[src/rtl/adp_ctl_reg.sv]
module adp_ctl_reg (
  input  logic        clk,
  input  logic        rst_n,
  input  logic        wr_en,
  input  logic [15:0] wr_data,
  output logic [15:0] rd_data,
  input  logic [2:0]  strap,
  input  logic        req_line,
  input  logic        dir_line,
  input  logic        req_active_high,
  input  logic        hw_grant,
  input  logic        clk_fault,
  output logic [1:0]  link_rate,
  output logic        adapter_rst,
  output logic        cpu_halt,
  output logic        boot_ram,
  output logic        lbus_prio,
  output logic        pdma_on,
  output logic        bus_grant,
  output logic        pdma_irq
);

  logic en_q, ack_q, rst_q, halt_q, boot_q, prio_q;
  logic req_view;

  always_ff @(posedge clk or negedge rst_n) begin
    if (!rst_n) begin
      en_q   <= 1'b0;
      ack_q  <= 1'b0;
      rst_q  <= 1'b1;
      halt_q <= 1'b1;
      boot_q <= 1'b0;
      prio_q <= 1'b0;
    end else begin
      if (wr_en) begin
        en_q   <= wr_data[7];
        ack_q  <= wr_data[7] & wr_data[4];
        halt_q <= wr_data[9];
        boot_q <= wr_data[10];
        prio_q <= wr_data[11];
      end
      if (clk_fault)
        rst_q <= 1'b1;
      else if (wr_en)
        rst_q <= wr_data[8];
    end
  end

  assign req_view  = req_active_high ? req_line : ~req_line;

  assign link_rate = !strap[2] ? 2'b00 : (strap[0] ? 2'b10 : 2'b01);

  assign rd_data = {4'b0000, prio_q, boot_q, halt_q, rst_q,
                    en_q, req_view, dir_line, ack_q, 1'b0, strap};

  assign adapter_rst = rst_q;
  assign cpu_halt    = halt_q;
  assign boot_ram    = boot_q;
  assign lbus_prio   = prio_q;
  assign pdma_on     = en_q;
  assign bus_grant   = en_q ? ack_q : hw_grant;
  assign pdma_irq    = en_q & ~ack_q & req_view;

endmodule


[config.mk]
export PLATFORM = sky130hd
export DESIGN_NAME = adp_ctl_reg
export DESIGN_NICKNAME = d
export VERILOG_FILES = /design/src/rtl/adp_ctl_reg.sv
export SDC_FILE = /design/constraint.sdc
export NUM_CORES = 1
export LEC_CHECK = 0
export BUFFER_PORTS_ARGS = -buffer_cell sky130_fd_sc_hd__buf_2
export CAP_MARGIN = 5
export CORE_UTILIZATION = 30
export DETAILED_ROUTE_END_ITERATION = 12
export PLACE_DENSITY = 0.75
export SYNTH_ARGS = -nofsm -noshare
export SYNTH_HDL_FRONTEND = slang
export SYNTH_SLANG_ARGS = --single-unit
[constraint.sdc]
create_clock -name clk -period 0.98 [get_ports clk]
set_input_delay 0.196 -clock clk [delete_from_list [all_inputs] [get_ports clk]]
set_output_delay 0.196 -clock clk [all_outputs]
set_load 0.02 [all_outputs]
# Yosys cells after proc, flatten, opt, wreduce, memory -nomap -nowiden
# Cells that the tools add are included.
op_classes:
  n_shift: 0
  reduce_logical: 1
  add_sub_neg: 0
  n_lt_le_gt_ge: 0
  eq_ne: 0
  muxes: 6
  n_mul: 0
  bitwise: 5
  div: 0
op_table:
  columns: ["cell", "n"]
  rows:
  - ["1-bit two-way mux", 4]
  - ["2-bit two-way mux", 2]
  - ["1-bit bitwise AND", 3]
  - ["1-bit inverter", 2]
  - ["2-bit nonzero test", 1]
word_totals:
  latch_bits: 0
  rom_bits: 0
  out_inout_bits: 25
  ramBits: 0
  wordCells: 18
  mem_count: 0
  regBits: 6
  in_bits: 27

# Depth between registers and ports, before layout
logic_depth:
  depth_word: 3
  mapped_depth: 3
  depth_no_buf: 2

# Worst setup path before layout
# OpenSTA, ideal clock, no wires.
synth_timing:
  kind: "register -> output"
  startpoint: "register en_q (netlist: pdma_on)"
  endpoint: "output bus_grant"
  path_buffers: 0
  arrival_ns: 0.894
  stages_incl_launch_ff: 2
  slack_ns: -0.110
  cell_sequence: "dfrtp_1 > mux2_2"
synth_between:
  elab_chain_len: 1
synth_lines:
  columns: ["element", "line_no", "text"]
  rows:
  - ["start: declaration", "23", "logic en_q, ack_q, rst_q, halt_q, boot_q, prio_q;"]
  - ["start signal: assignment", "36", "en_q <= wr_data[7];"]
  - ["1-bit two-way mux", "61", "assign bus_grant = en_q ? ack_q : hw_grant;"]
  - ["end: declaration", "19", "output logic bus_grant,"]
# No other way between the ends.

# Final worst setup path
# Same ends and word-level chain as after synthesis.

==> reports/results.txt <==
first-pass GRT wire length = 1.04 mm
HP Start = clk_fault
core box area = 0.00117 mm^2
chip width = 38.5 um
Filler cells = 95
pwr/cell area = 1440 mW/mm^2
Synth Area in XOR/XNOR = 2.19%
crit path DAT = 1.10 ns
minimum clock period = 1.30 ns
largest net degree at the start of global routing = 9
Nets = 93
main combinational cell family by area after synthesis = buffers and inverters
number of buffers added on ports = 32
Yosys warning count = 0
top post-synthesis cells by area = buf_4, dfrtp_1, mux2_2
fin cells = 79
Adder-Cell Fraction of Synth Area = 0%
Cell Rows = 12
Final Util = 52.6%
CTS tree = done
Skew-Pair Late Insertion Delay = 0.24 ns
Tcrit/Tclk final = 133%
Chip Height = 38.5 um
GRT Total Usage = 10.9%
worst setup margin = -0.320 ns
Iteration-0 DRC Markers = 1
sequential-to-total area share from yosys stat = 38.1%
H-tree Lvls = 1
register area = 154 um^2
Initial Util = 34.2%
final clock skew = 0 ns
most common cell after layout, fill and taps aside = buf_2
# clock sinks = 6
layout cell share with drive strength beyond 1 = 72.3%
CTS root buffer = clkbuf_4
achievable frequency = 0.769 GHz
Setup crit start = pdma_on$_DFFE_PN0P_
vias in the first global route = 285
Antenna Nets Post-Route = 0
global route overflow = 0
total wire length = 800 um
Synth Area in Simple Gates = 7.50%
I/O pin count = 52
GPL Wtd Cong = 0.622
Inst Count DP = 72
outcome = finished, violations left
mapped cell area = 400 um^2
Diodes inserted = 0
Multi-input gate area = 136 um^2
Max Root-Sink Buffers = 2
Die Footprint = 0.00148 mm^2
critical path class = reg2out
leakage = 0.321 nW
Worst Setup Start Kind = flip-flop
Final setup viols = 13
#FFs+latches synth = 6
Peak VDD IR = 0.411 mV
cell taking the most area after synthesis = buf_4
Synth-to-Final Area Change = 53.7%
initial antenna violation count = 0
residual DRC count = 0
RSZ-0062 raised after global routing = true
synthesized instance count = 38
Via density = 4.34
clock transition at the registers of the reported paths = 0.05 ns
FF-to-FF Start = lbus_prio$_DFFE_PN0P_
failing checks = negative setup slack
syn avg cell area = 10.5 um^2
critical path fanouts, max = 2
Setup crit end kind = output pin
Max Cap Viol = 0
post-synthesis mux area share = 14.1%
hold crit path type = in2reg
CTS buffer count = 3
most frequent cells in the layout = buf_2, buf_6, conb_1
Worst EP required = 0.78 ns
complex-gate fraction of the synthesized area = 3.44%
Synth top area share = 30.0%
wire per inst = 10.1 um
via count = 343
Pins Over Slew Limit = 0
Unique masters post-synth = 14
drt pass-1 iters = 2
final hold viol count = 0
power breakdown:
part           leakage [nW]  internal (mW)  switching [mW]
sequential           0.0681          0.278          0.0249
combinational         0.238          0.178           0.165
clock                0.0150          0.154          0.0865
total                 0.321          0.610           0.277
path summary, 6_finish.rpt:
path / cells past startpoint / end / slack (ns)
setup / recovery: 2 / bus_grant / -0.32
hold / removal: 2 / adapter_rst$_DFFE_PN1P_ / 0.15
setup reg to reg: 2 / lbus_prio$_DFFE_PN0P_ / 0.06
hold reg to reg: 2 / ack_q$_DFFE_PN0P_ / 0.64
max in group asynchronous: 2 / cpu_halt$_DFFE_PN1P_ / 0.45
min in group asynchronous: 2 / boot_ram$_DFFE_PN0P_ / 0.31
repair_timing:
| item | in CTS | in global routing |
|---|---|---|
| endpoints found under the setup margin | 13 | 13 |
| gates resized for setup | 27 | 1 |
| hold buffers | 1 | 0 |
| buffers inserted | 2 | 0 |
| cloned | 0 | 0 |
| endpoints found under the hold margin | 6 | 0 |
| pin swaps | 0 | 0 |
final cells by class:
cell class,instances,share of cell area (%)
Timing Repair Buffer,36,45.1
Tap cell,14,2.85
Clock buffer,4,4.27
Inverter,1,0.610
Sequential cell,6,25.0
Multi-Input combinational cell,18,22.2
per-layer routing:
metal  share of wire [%]  up-vias  global-route usage [%]
li1                    -      153                       -
met4                 2.3        0                    10.3
met2                  54       30                    20.4
met5                   0        -                       0
met1                  33      157                    8.66
met3                  11        3                    2.91
critical path, cell delays in order (launching register included):
cell and delay (ns):
dfrtp_2 0.42, mux2_4 0.31, buf_6 0.13
state kept, by name, indices dropped and copies added, names as in the netlist:
name and cells:
cpu_halt 1, lbus_prio 1, ack_q 1, pdma_on 1
adapter_rst 1, boot_ram 1
cells in the mapped netlist:
library cell,count
nor2b_1,2
buf_6,1
dfrtp_1,4
mux2_2,5
a211o_1,1
nand3_1,1
o21ai_0,1
inv_1,1
conb_1,1
dfstp_2,2
and2_1,1
buf_4,16
xnor2_1,1
and3_1,1
kinds of logic after synthesis:
group / count (synthesis)
XOR/XNOR: 1
multiplexers: 5
flip-flops: 6
other: 1
AO/OA/AOI/OAI: 2
AND/OR/NAND/NOR: 5
buffers and inverters: 18
stage by stage:
stage          hold WS [ns]  TNS, ns  total power, mW  area [um^2]  worst slack [ns]
2_1_floorplan       -0.0996  -0.0143            0.522          420           -0.0143
3_3_place_gp         0.0197  -0.0788            0.545          474           -0.0438
3_5_place_dp         0.0185   -0.102            0.552          474           -0.0578
4_1_cts               0.152    -1.44            0.884          612            -0.305
5_1_grt               0.164    -1.72            0.932          616            -0.340
6_report              0.151    -1.40            0.887          616            -0.320
No activity file was read; power rests on OpenSTA's default activity.
